## config.mk

```make
export PLATFORM = sky130hd
export DESIGN_NAME = flash_busy_poller
export DESIGN_NICKNAME = d
export VERILOG_FILES = /design/src/rtl/fbp_pkg.sv /design/src/rtl/fbp_cmd_latch.sv /design/src/rtl/fbp_busy_test.sv /design/src/rtl/fbp_seq.sv /design/src/rtl/flash_busy_poller.sv
export SDC_FILE = /design/constraint.sdc
export NUM_CORES = 1
export LEC_CHECK = 0
export ABC_AREA = 1
export CAP_MARGIN = 10
export CORE_ASPECT_RATIO = 1.1
export CORE_MARGIN = 2
export CORE_UTILIZATION = 46
export CTS_BUF_LIST = sky130_fd_sc_hd__clkbuf_8
export CTS_CLUSTER_SIZE = 16
export DETAILED_ROUTE_END_ITERATION = 10
export PLACE_DENSITY = 0.8
export SYNTH_ARGS = -nofsm -noshare
export SYNTH_HDL_FRONTEND = slang
export SYNTH_HIERARCHICAL = 1
export SYNTH_SLANG_ARGS = --single-unit
```

## constraint.sdc

```tcl
create_clock -name clk -period 2 [get_ports clk]
set_clock_uncertainty 0.2 [all_clocks]
set_input_delay 0.3 -clock clk [delete_from_list [all_inputs] [get_ports clk]]
set_output_delay 0.3 -clock clk [all_outputs]
set_load 0.05 [all_outputs]
```

## src/rtl/fbp_pkg.sv

```systemverilog
package fbp_pkg;
   typedef enum logic [2:0] {
      ST_IDLE,
      ST_OPC_ISSUE,
      ST_OPC_WAIT,
      ST_RD_ISSUE,
      ST_RD_WAIT
   } seq_state_e;
endpackage

```

## src/rtl/fbp_cmd_latch.sv

```systemverilog
module fbp_cmd_latch #(
   parameter int DATA_W = 8,
   parameter int POS_W  = 3
) (
   input  logic              clk,
   input  logic              rst_n,
   input  logic              start_i,
   input  logic              stat_flag_i,
   input  logic              wr_flag_i,
   input  logic              sw_mode_i,
   input  logic [DATA_W-1:0] opcode_i,
   input  logic [POS_W-1:0]  busy_pos_i,
   input  logic              idle_i,
   output logic              accept_o,
   output logic [DATA_W-1:0] opcode_q,
   output logic              sw_q,
   output logic [POS_W-1:0]  pos_q
);
   // only a status read that is not a write, and only while idle
   assign accept_o = start_i & stat_flag_i & ~wr_flag_i & idle_i;

   always_ff @(posedge clk or negedge rst_n) begin
      if (!rst_n) begin
         opcode_q <= '0;
         sw_q     <= 1'b0;
         pos_q    <= '0;
      end else if (accept_o) begin
         opcode_q <= opcode_i;
         sw_q     <= sw_mode_i;
         pos_q    <= busy_pos_i;
      end
   end

   // configuration is frozen while a command runs
   p_cfg_frozen_r12: assert property (@(posedge clk) disable iff (!rst_n)
      !idle_i |=> $stable(opcode_q) && $stable(pos_q) && $stable(sw_q));
endmodule

```

## src/rtl/fbp_busy_test.sv

```systemverilog
module fbp_busy_test #(
   parameter int DATA_W = 8,
   parameter int POS_W  = 3
) (
   input  logic [DATA_W-1:0] rx_i,
   input  logic [POS_W-1:0]  pos_i,
   output logic              busy_o
);
   logic [DATA_W-1:0] hit;

   for (genvar g = 0; g < DATA_W; g++) begin : g_bit
      assign hit[g] = (pos_i == POS_W'(g)) & rx_i[g];
   end

   assign busy_o = |hit;
endmodule

```

## src/rtl/fbp_seq.sv

```systemverilog
module fbp_seq
   import fbp_pkg::*;
#(
   parameter int DATA_W = 8
) (
   input  logic              clk,
   input  logic              rst_n,
   input  logic              accept_i,
   input  logic [DATA_W-1:0] opcode_i,
   input  logic              sw_i,
   input  logic              busy_i,
   input  logic              abort_i,
   input  logic              xfer_done_i,
   input  logic [DATA_W-1:0] xfer_rx_i,
   output logic              xfer_req_o,
   output logic [DATA_W-1:0] xfer_tx_o,
   output logic              cs_n_o,
   output logic              done_o,
   output logic [DATA_W-1:0] status_o,
   output logic              idle_o
);
   seq_state_e state, state_nx;
   logic       abort_pend;
   logic       finish;
   logic       capture;

   assign idle_o     = (state == ST_IDLE);
   assign cs_n_o     = idle_o;
   assign xfer_req_o = (state == ST_OPC_ISSUE) || (state == ST_RD_ISSUE);
   assign xfer_tx_o  = (state == ST_OPC_ISSUE) ? opcode_i : '0;
   assign capture    = (state == ST_RD_WAIT) && xfer_done_i;

   always_comb begin
      state_nx = state;
      finish   = 1'b0;
      unique case (state)
         ST_IDLE:      if (accept_i) state_nx = ST_OPC_ISSUE;
         ST_OPC_ISSUE: state_nx = ST_OPC_WAIT;
         ST_OPC_WAIT:
            if (xfer_done_i) begin
               if (abort_pend || abort_i) finish = 1'b1;
               else                       state_nx = ST_RD_ISSUE;
            end
         ST_RD_ISSUE:  state_nx = ST_RD_WAIT;
         ST_RD_WAIT:
            if (xfer_done_i) begin
               if (sw_i || !busy_i || abort_pend || abort_i) finish = 1'b1;
               else                                          state_nx = ST_RD_ISSUE;
            end
         default:      state_nx = ST_IDLE;
      endcase
      if (finish) state_nx = ST_IDLE;
   end

   always_ff @(posedge clk or negedge rst_n) begin
      if (!rst_n) begin
         state      <= ST_IDLE;
         done_o     <= 1'b0;
         abort_pend <= 1'b0;
         status_o   <= '0;
      end else begin
         state  <= state_nx;
         done_o <= finish;
         if (capture) status_o <= xfer_rx_i;
         if (finish)                 abort_pend <= 1'b0;
         else if (!idle_o && abort_i) abort_pend <= 1'b1;
      end
   end

   // every byte request lasts exactly one cycle
   p_req_single_r3: assert property (@(posedge clk) disable iff (!rst_n)
      xfer_req_o |=> !xfer_req_o);
   // chip select is only released together with the done pulse
   p_cs_release_r9: assert property (@(posedge clk) disable iff (!rst_n)
      $rose(cs_n_o) |-> done_o);
   // done never lasts two cycles
   p_done_pulse_r10: assert property (@(posedge clk) disable iff (!rst_n)
      done_o |=> !done_o);
   // stored status changes only after a completed byte
   p_status_hold_r8: assert property (@(posedge clk) disable iff (!rst_n)
      !xfer_done_i |=> $stable(status_o));
   // abort with a completing byte always ends the command
   p_abort_stop_r11: assert property (@(posedge clk) disable iff (!rst_n)
      (abort_i && xfer_done_i && !idle_o && !xfer_req_o) |=> cs_n_o && done_o);
endmodule

```

## src/rtl/flash_busy_poller.sv

```systemverilog
module flash_busy_poller #(
   parameter int DATA_W = 8
) (
   input  logic              clk,
   input  logic              rst_n,
   input  logic              start_i,
   input  logic              stat_flag_i,
   input  logic              wr_flag_i,
   input  logic              sw_mode_i,
   input  logic [DATA_W-1:0] opcode_i,
   input  logic [$clog2(DATA_W)-1:0] busy_pos_i,
   input  logic              abort_i,
   output logic              xfer_req_o,
   output logic [DATA_W-1:0] xfer_tx_o,
   input  logic              xfer_done_i,
   input  logic [DATA_W-1:0] xfer_rx_i,
   output logic              cs_n_o,
   output logic              done_o,
   output logic [DATA_W-1:0] status_o
);
   localparam int POS_W = $clog2(DATA_W);

   if (DATA_W < 2 || (DATA_W & (DATA_W - 1)) != 0) begin : g_bad_width
      $error("flash_busy_poller: DATA_W must be a power of two of at least 2");
   end

   logic              accept;
   logic              idle;
   logic [DATA_W-1:0] opc_q;
   logic              sw_q;
   logic [POS_W-1:0]  pos_q;
   logic              busy;

   fbp_cmd_latch #(.DATA_W(DATA_W), .POS_W(POS_W)) u_latch (
      .clk        (clk),
      .rst_n      (rst_n),
      .start_i    (start_i),
      .stat_flag_i(stat_flag_i),
      .wr_flag_i  (wr_flag_i),
      .sw_mode_i  (sw_mode_i),
      .opcode_i   (opcode_i),
      .busy_pos_i (busy_pos_i),
      .idle_i     (idle),
      .accept_o   (accept),
      .opcode_q   (opc_q),
      .sw_q       (sw_q),
      .pos_q      (pos_q)
   );

   fbp_busy_test #(.DATA_W(DATA_W), .POS_W(POS_W)) u_busy (
      .rx_i  (xfer_rx_i),
      .pos_i (pos_q),
      .busy_o(busy)
   );

   fbp_seq #(.DATA_W(DATA_W)) u_seq (
      .clk        (clk),
      .rst_n      (rst_n),
      .accept_i   (accept),
      .opcode_i   (opc_q),
      .sw_i       (sw_q),
      .busy_i     (busy),
      .abort_i    (abort_i),
      .xfer_done_i(xfer_done_i),
      .xfer_rx_i  (xfer_rx_i),
      .xfer_req_o (xfer_req_o),
      .xfer_tx_o  (xfer_tx_o),
      .cs_n_o     (cs_n_o),
      .done_o     (done_o),
      .status_o   (status_o),
      .idle_o     (idle)
   );

   // a start that is flagged as a write never opens chip select
   p_reject_write_r2: assert property (@(posedge clk) disable iff (!rst_n)
      (cs_n_o && start_i && wr_flag_i) |=> cs_n_o);
endmodule

```

==> qor.csv, run 1 <==
stage;metric;value;unit
die;num_rows;20;
die;initial_core_util;0.475;
grt;grt_pass1_vias;1248;
die;die-area;3230;um^2
synth;syn-cell-area;1280;um^2
timing;worstMarginPinSlew;0.492;ns
critical_path;crit_path_end_kind;primary output;
worst_hold_path;hold_path.class;input pin to async pin;
synth;synth-seq-cells;25;
critical_path;worst_ep_arrival_time;1.44;ns
synth;avgSynthCellArea;7.54;um^2
critical_path;startpoint_type;flop;
routing;wl;2.83;mm
run_status;run_status;complete, no violations;
timing;slew_violations;0;
die;io_pins;46;
finish;multi_input_area;536;um^2
clocking;holdBufCountCts;0;
routing;ant_nets;0;
synth;synthDistinctLibCells;17;
die;core;2700;um^2
timing;hold_slack;0.201;ns
routing;vias_per_cell;4.93;
synth;synth.net_count;197;
timing;fmax;517;MHz
routing;drc;0;
synth;syn_inst;170;
place;port_buffers;45;
critical_path;crit_fanout;9;
finish;final_layout_size_suffix_gt1_frac;0.174;
finish;fill_cells;223;
routing;first_iter_violations;30;
finish;syn_to_final_growth;49.9;%
timing;period_share;0.968;
grt;overflow;0;
die;die_w;54.3;um
synth;synth_edf_count;0;
routing;detailroute.via_count;1238;
power_and_ir_drop;vdd_drop_max;0.00100;V
power_and_ir_drop;power.density;1470;nW/um^2
clocking;clk_pin_slew;0.08;ns
power_and_ir_drop;power.static_leakage;0.996;nW
synth;synthFlopType;dfrtp_1;
clocking;numCtsBuffers;3;
grt;grt_start_max_net_pins;26;
critical_path;critPathKind;flop to primary output;
synth;seq_area_frac_synth;0.488;
clocking;cts_tree;done;
synth;synth.most_common_cell;nand2_1;
synth;synth_top_cell_by_area;dfrtp_1;
timing;setup_viol;0;
timing;rsz0062_at_grt;true;
die;die_h;59.4;um
clocking;clkLatencyLatePin;0.26;ns
routing;dr.pass1.iters;4;
clocking;cts_root_buf;clkbuf_8;
flow_run;cap_violations;0;
finish;ff_latch_area;626;um^2
place;dp_hpwl;2.22;mm
grt;grt_pass1_wl;5.02;mm
finish;n_antenna_cell;0;
power_and_ir_drop;total_power;2.82;mW
clocking;htreeDepth;1;
clocking;cts_buffer_depth;2;
timing;hold_viol;0;
synth;yosys_warnings;6;
routing;routedWlPerCell;11.3;um
synth;yosys-top-cells-area;dfrtp_1 (49%), nand2_1 (16%), nand3_1 (11%);
synth;synth_top_area_share;0.488;
grt;grt_antenna_before_repair;0;
synth;async_flop_share;1.00;
finish;fin_nets;246;
timing;timing.max_slew.rel_slack;0.671;
clocking;clock_sinks;25;
grt;gr-usage-all-layers;0.213;
critical_path;critPathRequiredTime;1.50;ns
place;globalplace.congestion;0.759;
timing;period_minus_slack;1.94;ns
synth;synth_commonest_cells;nand2_1 (54), nand3_1 (28), dfrtp_1 (25);
==> timing repair <==
action | 4_1_cts | 5_1_grt
buffers inserted | 0 | 0
setup endpoints to repair | 4 | 8
resized for setup | 1 | 5
==> sequential cells by signal, indices dropped and copies added (netlist names) <==
register          cells
u_latch/sw_q          1
u_seq/status_o        8
u_seq/done_o          1
u_latch/opcode_q      8
u_seq/abort_pend      1
u_latch/pos_q         3
u_seq/state           3
==> worst paths after layout <==
path,startpoint,end,slack [ns],depth (start not counted)
worst min-delay path,rst_n,u_seq/status_o[1],0.20,2
worst max register to register,u_seq/state[0],u_seq/state[1],0.15,11
min in group clk,u_latch/opcode_q[2],u_latch/opcode_q[2],0.27,2
max in group asynchronous,rst_n,u_latch/opcode_q[6],1.17,2
worst max-delay path,u_seq/state[2],xfer_tx_o[5],0.06,4
worst min register to register,u_latch/opcode_q[2],u_latch/opcode_q[2],0.27,2
==> worst max-delay path, cell delays in order (launching register included) <==
cell and delay, ns:
dfrtp_1 0.45, nor2_1 0.15, nand2_2 0.17, nor2_1 0.23
buf_12 0.17
==> metal layers <==
metal	GRT usage	vias to the layer above	wire length (um)
li1	-	619	-
met1	0.240	566	1130
met2	0.377	44	1480
met3	0.0303	9	157
met4	0.111	0	74
met5	0	-	0
==> final cells by class <==
class,count,share of cell area
clock buffers,3,0.0215
clock inverters,1,0.00260
multi-input cells,115,0.279
flip-flops and latches,25,0.326
inverters,25,0.0508
repair buffers,49,0.299
well taps,33,0.0215
==> report_power, final <==
group	internal [mW]	switching (mW)	leakage, nW	total, mW
Sequential	0.723	0.160	0.314	0.883
Combinational	0.620	1.02	0.656	1.64
Clock	0.139	0.152	0.0255	0.291
==> cells in the final DEF, fill, tap and decap left out, types with 2 or more instances in the layout <==
cell type / count
o21ai_0: 2
nor2_1: 13
buf_12: 10
nand2_4: 2
buf_4: 6
nand2_2: 4
clkdlybuf4s50_1: 33
dfrtp_1: 25
inv_1: 21
nor2_2: 6
nand4_1: 4
inv_2: 3
nand2_1: 53
nand3_1: 28
clkbuf_8: 3
==> cell families (layout without fill, tap and decap cells) <==
family | after synthesis | after routing | synth area share
simple gates | 111 | 111 | 0.385
flops | 25 | 25 | 0.488
buf+inv | 30 | 78 | 0.106
compound gates | 4 | 4 | 0.0205
==> through the flow <==
stage                     setup TNS (ns)  cells  setup slack (ns)  area (um^2)   util
after floorplan                        0    170           0.00923         1290      -
after global placement                 0    247             0.217         1860  0.688
after detailed placement               0    247             0.128         1860  0.688
after CTS                        -0.0869    251           -0.0222         1910  0.706
after global routing             -0.0594    251           -0.0174         1920  0.711
final                                  0    251            0.0649         1920  0.711
(Power assumes the default switching activity.)
==> run 2: changes to the inputs <==
--- a/config.mk
+++ b/config.mk
@@ -13,6 +13,7 @@
 export CTS_BUF_LIST = sky130_fd_sc_hd__clkbuf_8
 export CTS_CLUSTER_SIZE = 16
 export DETAILED_ROUTE_END_ITERATION = 10
+export MAX_ROUTING_LAYER = met4
 export PLACE_DENSITY = 0.8
 export SYNTH_ARGS = -nofsm -noshare
 export SYNTH_HDL_FRONTEND = slang
==> qor.csv, run 2 (synthesis results as in run 1) <==
stage;metric;value;unit
critical_path;crit_path_end_kind;primary output;
worst_hold_path;hold_path.class;input pin to async pin;
timing;hold_viol;0;
critical_path;startpoint_type;flop;
critical_path;timing.critical_path.buf_inv;1;
clocking;holdBufCountCts;0;
clocking;clkLatencyLatePin;0.26;ns
clocking;cts_setup_buffers;0;
power_and_ir_drop;vdd_drop_max;0.00100;V
critical_path;path_common_cell;nor2_1;
die;num_rows;20;
routing;wl;2.83;mm
routing;detailroute.via_count;1239;
critical_path;critPathRequiredTime;1.50;ns
grt;overflow;0;
clocking;cts_root_buf;clkbuf_8;
clocking;numCtsBuffers;3;
critical_path;slowest_stage;dfrtp_1;
place;port_buffers;45;
finish;fin_nets;246;
place;postPlaceCellArea;1860;um^2
clocking;cts_buffer_depth;2;
critical_path;path_cells;nor2_1 -> nand2_2 -> nor2_1 -> buf_12;
timing;worstMarginPinSlew;0.492;ns
finish;syn_to_final_growth;49.9;%
die;initial_core_util;0.475;
critical_path;crit_family;simple AND/OR/NAND/NOR gates;
timing;rsz0062_at_grt;true;
timing;timing.max_slew.rel_slack;0.671;
finish;reg_top3;u_latch/opcode_q (8), u_seq/status_o (8);
critical_path;crit_fanout;9;
clocking;clock_sinks;25;
finish;most-common-layout-cells;nand2_1 (53), clkdlybuf4s50_1 (33), nand3_1 (28);
critical_path;critPathKind;flop to primary output;
die;io_pins;46;
grt;gr-usage-all-layers;0.219;
die;die_h;59.4;um
timing;fmax;517;MHz
timing;period_share;0.968;
critical_path;slowest_delay;0.45;ns
finish;instances_no_fill;251;
clocking;htreeDepth;1;
clocking;cts_tree;done;
die;die-area;3230;um^2
critical_path;worst_ep_arrival_time;1.44;ns
flow_run;cap_violations;0;
critical_path;cp_num_cells;4;
timing;period_minus_slack;1.94;ns
routing;vias_per_cell;4.94;
timing;slew_violations;0;
run_status;run_status;complete, no violations;
grt;grt_start_max_net_pins;26;
place;dp_hpwl;2.22;mm
routing;drc;0;
routing;routedWlPerCell;11.3;um
grt;grt_pass1_wl;5.03;mm
die;die_w;54.3;um
finish;final_common_cell;nand2_1;
routing;ant_nets;0;
place;globalplace.congestion;0.769;
power_and_ir_drop;power.static_leakage;0.996;nW
place;dp.cells;247;
finish;n_antenna_cell;0;
die;core;2700;um^2
finish;final_layout_size_suffix_gt1_frac;0.174;
timing;setup_viol;0;
clocking;clk_pin_slew;0.08;ns
routing;first_iter_violations;27;
finish;finish.instance_area;1920;um^2
critical_path;r2r_cells;11;
critical_path;ff2ff_setup_slack;0.15;ns
routing;dr.pass1.iters;4;
power_and_ir_drop;power.density;1470;nW/um^2
grt;grt_antenna_before_repair;0;
grt;grt_pass1_vias;1252;
run 2: final cells by class:
class	instances	area, um^2
inverter	25	97.6
clock buffer	3	41.3
clock inverter	1	5.00
sequential	25	626
multi-input combinational	115	536
timing repair buffer	49	576
tap	33	41.3
fill	223	781
run 2: worst paths after layout:
check                                         start             endpoint
worst max-delay path                 u_seq/state[2]         xfer_tx_o[5]
worst min-delay path                          rst_n    u_seq/status_o[1]
min in group clk                u_latch/opcode_q[2]  u_latch/opcode_q[2]
max in group asynchronous                     rst_n  u_latch/opcode_q[6]
worst min register to register  u_latch/opcode_q[2]  u_latch/opcode_q[2]
worst max register to register       u_seq/state[0]       u_seq/state[1]
run 2: report_power, final:
| part | switching (mW) | internal (mW) |
|---|---|---|
| Clock | 0.152 | 0.139 |
| Sequential | 0.160 | 0.723 |
| Combinational | 1.02 | 0.620 |
| Total | 1.33 | 1.48 |
run 2: metrics by stage:
| stage | hold WS (ns) | power (mW) | TNS [ns] | setup WS (ns) | utilization |
|---|---|---|---|---|---|
| 2_1_floorplan | -0.196 | 1.91 | 0 | 0.00923 | - |
| 3_3_place_gp | 0.252 | 2.45 | 0 | 0.217 | 0.688 |
| 3_5_place_dp | 0.258 | 2.51 | 0 | 0.128 | 0.688 |
| 4_1_cts | 0.207 | 2.82 | -0.0869 | -0.0222 | 0.706 |
| 5_1_grt | 0.227 | 3.01 | -0.0593 | -0.0174 | 0.711 |
| 6_report | 0.200 | 2.82 | 0 | 0.0648 | 0.711 |
run 2: layer usage:
layer | track usage | part of all wire | wire length (um) | up-vias
li1 | - | - | - | 619
met1 | 0.241 | 0.39 | 1120 | 567
met2 | 0.377 | 0.52 | 1480 | 44
met3 | 0.0303 | 0.058 | 164 | 9
met4 | 0.111 | 0.026 | 73 | 0
met5 | - | 0 | 0 | -
run 2: repair_timing:
| action | in CTS | in global routing |
|---|---|---|
| gates cloned | 0 | 0 |
| gates resized for setup | 1 | 5 |
| setup endpoints to repair | 4 | 8 |
